File: src/rtl/agc_pkg.sv
package agc_pkg;

    localparam int AMP_W    = 16;
    localparam int MAG_W    = 2 * AMP_W + 1;
    localparam int GAIN_W   = 7;
    localparam int GAIN_MAX = (1 << GAIN_W) - 1;
    localparam int STEP_W   = 4;

    localparam int STEP_FAST_TRACK  = 4;
    localparam int STEP_FAST_SETTLE = 8;
    localparam int STEP_SLOW        = 1;

    typedef logic signed [AMP_W-1:0] amp_t;
    typedef logic [MAG_W-1:0]        mag_t;
    typedef logic [GAIN_W-1:0]       gain_t;
    typedef logic [STEP_W-1:0]       step_t;

    typedef enum logic [1:0] {
        RATE_NONE = 2'd0,
        RATE_SLOW = 2'd1,
        RATE_FAST = 2'd2
    } rate_t;

    // Current correction: band rate and direction (down = lower the code)
    typedef struct packed {
        rate_t rate;
        logic  down;
    } corr_t;

    typedef struct packed {
        mag_t fast_hi;
        mag_t slow_hi;
        mag_t target;
        mag_t slow_lo;
        mag_t fast_lo;
    } bands_t;

    function automatic mag_t square_mag(amp_t a);
        logic signed [2*AMP_W-1:0] prod;
        prod = a * a;
        return MAG_W'(unsigned'(prod));
    endfunction

    function automatic step_t step_codes(logic settle, rate_t r);
        case (r)
            RATE_FAST: return settle ? step_t'(STEP_FAST_SETTLE) : step_t'(STEP_FAST_TRACK);
            RATE_SLOW: return step_t'(STEP_SLOW);
            default:   return '0;
        endcase
    endfunction

    function automatic gain_t apply_step(gain_t g, step_t s, logic down);
        int res;
        res = down ? int'(g) - int'(s) : int'(g) + int'(s);
        if (res < 0)        res = 0;
        if (res > GAIN_MAX) res = GAIN_MAX;
        return gain_t'(res);
    endfunction

    function automatic longint ns_to_cycles(longint khz, longint ns);
        longint c;
        c = (khz * ns) / 64'd1000000;
        return (c < 1) ? 64'd1 : c;
    endfunction

endpackage

File: src/rtl/agc_vector_mag.sv
module agc_vector_mag
    import agc_pkg::*;
(
    input  amp_t sin_amp,
    input  amp_t cos_amp,
    output mag_t mag_sq
);
    mag_t sin_sq;
    mag_t cos_sq;

    assign sin_sq = square_mag(sin_amp);
    assign cos_sq = square_mag(cos_amp);
    assign mag_sq = sin_sq + cos_sq;
endmodule

File: src/rtl/agc_band_classifier.sv
module agc_band_classifier
    import agc_pkg::*;
(
    input  logic   clk,
    input  logic   rst,
    input  logic   sample_valid,
    input  mag_t   mag_sq,
    input  bands_t bands,
    output corr_t  corr_q
);
    corr_t corr_d;
    logic  reached;

    always_comb begin
        reached = corr_q.down ? (mag_sq <= bands.target) : (mag_sq >= bands.target);
        if (mag_sq > bands.fast_hi) begin
            corr_d = '{rate: RATE_FAST, down: 1'b1};
        end else if (mag_sq < bands.fast_lo) begin
            corr_d = '{rate: RATE_FAST, down: 1'b0};
        end else if (mag_sq > bands.slow_hi) begin
            corr_d = '{rate: RATE_SLOW, down: 1'b1};
        end else if (mag_sq < bands.slow_lo) begin
            corr_d = '{rate: RATE_SLOW, down: 1'b0};
        end else if (corr_q.rate != RATE_NONE && !reached) begin
            corr_d = '{rate: RATE_SLOW, down: corr_q.down};
        end else begin
            corr_d = '{rate: RATE_NONE, down: 1'b0};
        end
    end

    always_ff @(posedge clk) begin
        if (rst) begin
            corr_q <= '{rate: RATE_NONE, down: 1'b0};
        end else if (sample_valid) begin
            corr_q <= corr_d;
        end
    end

    assert_fast_high_R3: assert property (@(posedge clk) disable iff (rst)
        (sample_valid && mag_sq > bands.fast_hi) |=> (corr_q.rate == RATE_FAST && corr_q.down));

    assert_target_stop_R7: assert property (@(posedge clk) disable iff (rst)
        (sample_valid && corr_q.rate != RATE_NONE && corr_q.down &&
         mag_sq >= bands.slow_lo && mag_sq <= bands.target) |=> (corr_q.rate == RATE_NONE));

    assert_invalid_ignored_R10: assert property (@(posedge clk) disable iff (rst)
        !sample_valid |=> $stable(corr_q));
endmodule

File: src/rtl/agc_interval_timer.sv
module agc_interval_timer
    import agc_pkg::*;
#(
    parameter int          CNT_W     = 8,
    parameter int unsigned CYC_SETTLE = 4,
    parameter int unsigned CYC_FAST   = 12,
    parameter int unsigned CYC_SLOW   = 20
) (
    input  logic  clk,
    input  logic  rst,
    input  logic  settle,
    input  rate_t rate,
    output logic  tick
);
    localparam logic [CNT_W-1:0] LIM_SETTLE = CNT_W'(CYC_SETTLE - 1);
    localparam logic [CNT_W-1:0] LIM_FAST   = CNT_W'(CYC_FAST - 1);
    localparam logic [CNT_W-1:0] LIM_SLOW   = CNT_W'(CYC_SLOW - 1);

    logic [2:0]       key;
    logic [2:0]       key_q;
    logic [CNT_W-1:0] cnt;
    logic [CNT_W-1:0] lim_m1;
    logic             key_same;

    assign key      = {settle, rate};
    assign key_same = (key == key_q);

    always_comb begin
        if (settle)                 lim_m1 = LIM_SETTLE;
        else if (rate == RATE_FAST) lim_m1 = LIM_FAST;
        else                        lim_m1 = LIM_SLOW;
    end

    assign tick = key_same && (rate != RATE_NONE) && (cnt == lim_m1);

    always_ff @(posedge clk) begin
        if (rst) begin
            cnt   <= '0;
            key_q <= {1'b0, RATE_NONE};
        end else begin
            key_q <= key;
            if (!key_same || rate == RATE_NONE || tick) cnt <= '0;
            else                                        cnt <= cnt + 1'b1;
        end
    end

    assert_restart_on_change_R9: assert property (@(posedge clk) disable iff (rst)
        !key_same |=> (cnt == '0));

    assert_count_bound_R9: assert property (@(posedge clk) disable iff (rst)
        key_same |-> (cnt <= lim_m1));
endmodule

File: src/rtl/agc_gain_stepper.sv
module agc_gain_stepper
    import agc_pkg::*;
#(
    parameter int GAIN_INIT = 64
) (
    input  logic  clk,
    input  logic  rst,
    input  logic  tick,
    input  logic  settle,
    input  corr_t corr,
    output gain_t gain
);
    step_t step;

    assign step = step_codes(settle, corr.rate);

    always_ff @(posedge clk) begin
        if (rst)       gain <= gain_t'(GAIN_INIT);
        else if (tick) gain <= apply_step(gain, step, corr.down);
    end

    assert_track_fast_down_R3: assert property (@(posedge clk) disable iff (rst)
        (tick && !settle && corr.rate == RATE_FAST && corr.down && gain >= gain_t'(4))
        |=> ({1'b0, gain} + (GAIN_W+1)'(4) == {1'b0, $past(gain)}));

    assert_floor_R8: assert property (@(posedge clk) disable iff (rst)
        (tick && corr.down && gain < gain_t'(step)) |=> (gain == '0));

    assert_ceiling_R8: assert property (@(posedge clk) disable iff (rst)
        (tick && !corr.down && corr.rate != RATE_NONE &&
         {1'b0, gain} + (GAIN_W+1)'(step) > (GAIN_W+1)'(GAIN_MAX)) |=> (gain == gain_t'(GAIN_MAX)));
endmodule

File: src/rtl/agc_dual_rate_ctrl.sv
module agc_dual_rate_ctrl
    import agc_pkg::*;
#(
    parameter int CLK_KHZ   = 10000,
    parameter int SETTLE_NS = 3200,
    parameter int FAST_NS   = 819200,
    parameter int SLOW_NS   = 840000000,
    parameter int GAIN_INIT = 64
) (
    input  logic                     clk,
    input  logic                     rst,
    input  logic                     sample_valid,
    input  logic signed [AMP_W-1:0]  sin_amp,
    input  logic signed [AMP_W-1:0]  cos_amp,
    input  logic                     settle_mode,
    input  logic [MAG_W-1:0]         fast_hi_sq,
    input  logic [MAG_W-1:0]         slow_hi_sq,
    input  logic [MAG_W-1:0]         target_sq,
    input  logic [MAG_W-1:0]         slow_lo_sq,
    input  logic [MAG_W-1:0]         fast_lo_sq,
    output logic [GAIN_W-1:0]        gain_code
);
    localparam int unsigned CYC_SETTLE = int'(ns_to_cycles(longint'(CLK_KHZ), longint'(SETTLE_NS)));
    localparam int unsigned CYC_FAST   = int'(ns_to_cycles(longint'(CLK_KHZ), longint'(FAST_NS)));
    localparam int unsigned CYC_SLOW   = int'(ns_to_cycles(longint'(CLK_KHZ), longint'(SLOW_NS)));
    localparam int unsigned CYC_MAX_A  = (CYC_SETTLE > CYC_FAST) ? CYC_SETTLE : CYC_FAST;
    localparam int unsigned CYC_MAX    = (CYC_MAX_A > CYC_SLOW) ? CYC_MAX_A : CYC_SLOW;
    localparam int          CNT_W      = (CYC_MAX > 1) ? $clog2(CYC_MAX) : 1;

    bands_t bands;
    mag_t   mag_sq;
    corr_t  corr;
    logic   tick;
    gain_t  gain;

    assign bands = '{fast_hi: fast_hi_sq, slow_hi: slow_hi_sq, target: target_sq,
                     slow_lo: slow_lo_sq, fast_lo: fast_lo_sq};

    agc_vector_mag u_mag (
        .sin_amp (sin_amp),
        .cos_amp (cos_amp),
        .mag_sq  (mag_sq)
    );

    agc_band_classifier u_class (
        .clk          (clk),
        .rst          (rst),
        .sample_valid (sample_valid),
        .mag_sq       (mag_sq),
        .bands        (bands),
        .corr_q       (corr)
    );

    agc_interval_timer #(
        .CNT_W      (CNT_W),
        .CYC_SETTLE (CYC_SETTLE),
        .CYC_FAST   (CYC_FAST),
        .CYC_SLOW   (CYC_SLOW)
    ) u_timer (
        .clk    (clk),
        .rst    (rst),
        .settle (settle_mode),
        .rate   (corr.rate),
        .tick   (tick)
    );

    agc_gain_stepper #(
        .GAIN_INIT (GAIN_INIT)
    ) u_gain (
        .clk    (clk),
        .rst    (rst),
        .tick   (tick),
        .settle (settle_mode),
        .corr   (corr),
        .gain   (gain)
    );

    assign gain_code = gain;

    assert_hold_when_idle_R6: assert property (@(posedge clk) disable iff (rst)
        (corr.rate == RATE_NONE) |=> $stable(gain_code));

    assert_slow_single_step_R4: assert property (@(posedge clk) disable iff (rst)
        (corr.rate == RATE_SLOW) |=>
        (gain_code == $past(gain_code) ||
         {1'b0, gain_code} == {1'b0, $past(gain_code)} + (GAIN_W+1)'(1) ||
         {1'b0, gain_code} + (GAIN_W+1)'(1) == {1'b0, $past(gain_code)}));
endmodule

File: config.mk
export PLATFORM = sky130hd
export DESIGN_NAME = agc_dual_rate_ctrl
export DESIGN_NICKNAME = d
export VERILOG_FILES = /design/src/rtl/agc_pkg.sv /design/src/rtl/agc_vector_mag.sv /design/src/rtl/agc_band_classifier.sv /design/src/rtl/agc_interval_timer.sv /design/src/rtl/agc_gain_stepper.sv /design/src/rtl/agc_dual_rate_ctrl.sv
export SDC_FILE = /design/constraint.sdc
export NUM_CORES = 2
export LEC_CHECK = 0
export ABC_AREA = 1
export BUFFER_PORTS_ARGS = -buffer_cell sky130_fd_sc_hd__clkbuf_2
export CELL_PAD_IN_SITES_DETAIL_PLACEMENT = 0
export CELL_PAD_IN_SITES_GLOBAL_PLACEMENT = 1
export CORE_MARGIN = 2
export CORE_UTILIZATION = 48
export DETAILED_ROUTE_END_ITERATION = 12
export PLACE_DENSITY = 0.85
export SLEW_MARGIN = 10
export SYNTH_ARGS = -nofsm -noshare
export SYNTH_HDL_FRONTEND = slang
export SYNTH_SLANG_ARGS = --single-unit
File: constraint.sdc
create_clock -name clk -period 10.85 [get_ports clk]
set_clock_uncertainty 0.15 [all_clocks]
set_input_delay 0 -clock clk [delete_from_list [all_inputs] [get_ports clk]]
set_output_delay 0 -clock clk [all_outputs]
set_load 0.02 [all_outputs]
==> results.cfg <==
[critical_path]
worstSetupEndpointType = flip-flop
startpoint_type = input port
arrival_ps = 9390
cp.required_ps = 10880
worst-path-buf-inv = 5
crit_type = input port to flip-flop
critical-path-max-stage-delay_ps = 820
critPathMaxFanout = 18
slowest_stage = fa_1
path_common_cell = nand2_1
path_delay_family = adder cells
r2r_slack_ps = 8120

[floorplanning]
pin_count = 208
die_x_um = 238.5
floorplan.initialDensity_pct = 48.75
core_area_mm2 = 0.05413
die_area_mm2 = 0.05687
die_y_um = 238.5
row_count = 85

[sta]
min_period_ps = 9368
fin_tns_setup_ps = 0
tightest_slew_ps = 1201
grt_setup_unrepaired = no
finalSetupViolCount = 0
fmax_mhz = 106.7
fin_ws_ps = 1482
finalMaxSlewViolations = 0
hold_violations = 0
relSlewSlack_pct = 19.17
min_period_over_period_pct = 86.34

[clock_network]
cts_buffer_depth = 2
cts_buffers = 5
holdBufCountCts = 3
post_cts_buffers = 0
cts_max_level = 2
cts_root_buffer = clkbuf_16
cts_resized = 0
clock-sinks = 37
cts_tree = done
clk_pin_slew_worst_paths_ps = 60
clk_latency_ps = 280

[route]
wl_per_cell_um = 15.44
routed_via_density = 4.968
ant_nets = 0
drc_errors = 0
drt_iter0_drc = 1101
num_vias = 21510
totalWireLength_um = 66860
dr.pass1.iters = 5

[grt]
grt_pass1_wl_um = 110000
grt_pass1_vias = 22130
overflow = 0
grt_usage_pct = 24.24
grt_max_degree = 25
antenna_found_initial = 2

[synthesis]
synth_compound_area_share_pct = 7.686
synth_top_family_by_area = adder cells
synth_fa_ha_area_share_pct = 53.80
seq_area_frac_synth_pct = 2.807
synth_cell_type_count = 50
synth_edf_count = 0
ys.flop_type = dfxtp_1
syn_nets = 4529
avgSynthCellArea_um2 = 7.590
synthesis.instances = 3477
ys_warn_count = 0
yosys-mux-area-fraction_pct = 0
synthArstFlopShare_pct = 0
yosys.area_share.simple_pct = 15.27
ys_seq_elements = 37
synth_xor_area_share_pct = 4.381
synth_area_mm2 = 0.02639

[final_layout]
area_growth_syn_to_layout_pct = 7.126
layout-drive-gt1-share_pct = 7.157
filler_cell_count = 5431
final_nets = 4685
final_cell_area_mm2 = 0.02827

[hold_path]
min_path_type = input port to flip-flop

[placed_design]
dp_hpwl_um = 59400
place_area_mm2 = 0.02809
io_buffer_count = 207
place_congestion = 0.9320
place_ws_ps = 1256

[run_status]
status = complete, no violations

[run]
max_cap_viol_count = 0
flip-flops by register name, summed over array words and instances, names as in the netlist:
name,flops
u_class.corr_q,3
u_timer.cnt,24
u_gain.gain,7
u_timer.key_q,3
metal layers:
layer  vias to the layer above  track usage, %  part of all wire (%)
li1                      10670               -                     -
met2                       521           43.46                    49
met5                         -               0                 0.012
met1                     10250           32.32                    44
met4                         2           4.735                   2.2
met3                        72           1.712                   4.6
metrics by stage:
stage	hold WS, ps	util (%)	cells
2_1_floorplan	-77.62	-	3477
3_3_place_gp	149.6	51.89	4319
3_5_place_dp	152.2	51.89	4319
4_1_cts	194.7	52.22	4329
5_1_grt	251.3	52.22	4330
6_report	194.9	52.22	4330
layout by cell type, fill, tap and decap left out, types with 18 or more instances in the layout:
cell type     n
fa_1        473
nor3_1       34
clkbuf_2    207
a21o_1       20
inv_1      1053
o21ai_1      18
nand4_1      24
nand2_1     616
dfxtp_1      37
ha_1        378
o21ai_0      71
xor2_1       78
a21oi_1     181
nor2_1      176
nand3_1      70
xnor2_1      54
worst register-to-register path, cell delays in order (launching register included):
cell	delay, ps
dfxtp_1	320
inv_2	80
nand2_1	160
nor2_1	250
inv_1	70
ha_1	300
inv_1	150
o211ai_1	150
nor4_1	560
inv_1	200
nand2_1	110
a21oi_1	70
final timing paths:
| kind | startpoint | to | depth (start not counted) |
|---|---|---|---|
| max | sin_amp[2] | u_class.corr_q[0]$_SDFFE_PP0P_ | 37 |
| min | fast_lo_sq[0] | u_class.corr_q[2]$_SDFFE_PP0P_ | 7 |
| max reg2reg | u_class.corr_q[1]$_SDFFE_PP0P_ | u_gain.gain[2]$_SDFFE_PP0P_ | 11 |
| min reg2reg | u_timer.cnt[0]$_SDFF_PP0_ | u_timer.cnt[0]$_SDFF_PP0_ | 1 |
synth_stat cells (3+ instances only):
library cell     n  area, um^2
a31o_2           3       26.28
fa_1           473        9469
dfxtp_1         37       740.7
o21ai_0         71       355.3
a21o_1          20       150.1
o21ai_1         18       90.09
inv_1         1053        3953
clkbuf_1        64       240.2
o211ai_1         9       67.56
nor2_2           4       25.02
a21oi_1        181       905.9
nand2_1        616        2312
nor2_4           3       33.78
a21oi_2          3       26.28
xor2_1          78       683.2
o31ai_1          4       30.03
nor4_1          16       100.1
inv_2            6       22.52
and2_1           3       18.77
or2_2            9       56.30
nand3_1         70       350.3
nor3b_1          6       45.04
xnor2_1         54       473.0
nor3_1          34       170.2
o21a_1          11       82.58
o21bai_1        14       105.1
a221oi_1         3       26.28
nor2_1         176       660.6
a211oi_1         3       22.52
nand4_1         24       150.1
a31oi_1         10       62.56
ha_1           378        4730
logic make-up after synthesis:
family                   Yosys count
buffers and inverters           1128
XOR/XNOR                         132
AO/OA/AOI/OAI                    358
adder cells (fa/ha/maj)          851
flip-flops                        37
AND/OR/NAND/NOR                  971
final cells by class:
type	instances	area (um^2)	share of cell area (%)
Multi-Input combinational cell	2312	21410	75.74
Inverter	1060	3979	14.07
Timing Repair Buffer	217	1119	3.957
Tap cell	696	870.8	3.080
Sequential cell	37	740.7	2.620
Clock buffer	6	138.9	0.4913
Clock inverter	1	7.507	0.02656
Antenna cell	1	2.502	0.008852
Power is left out: the tool's default activity adds up to more than one toggle a clock period on the data nets, which glitch-free logic cannot reach.
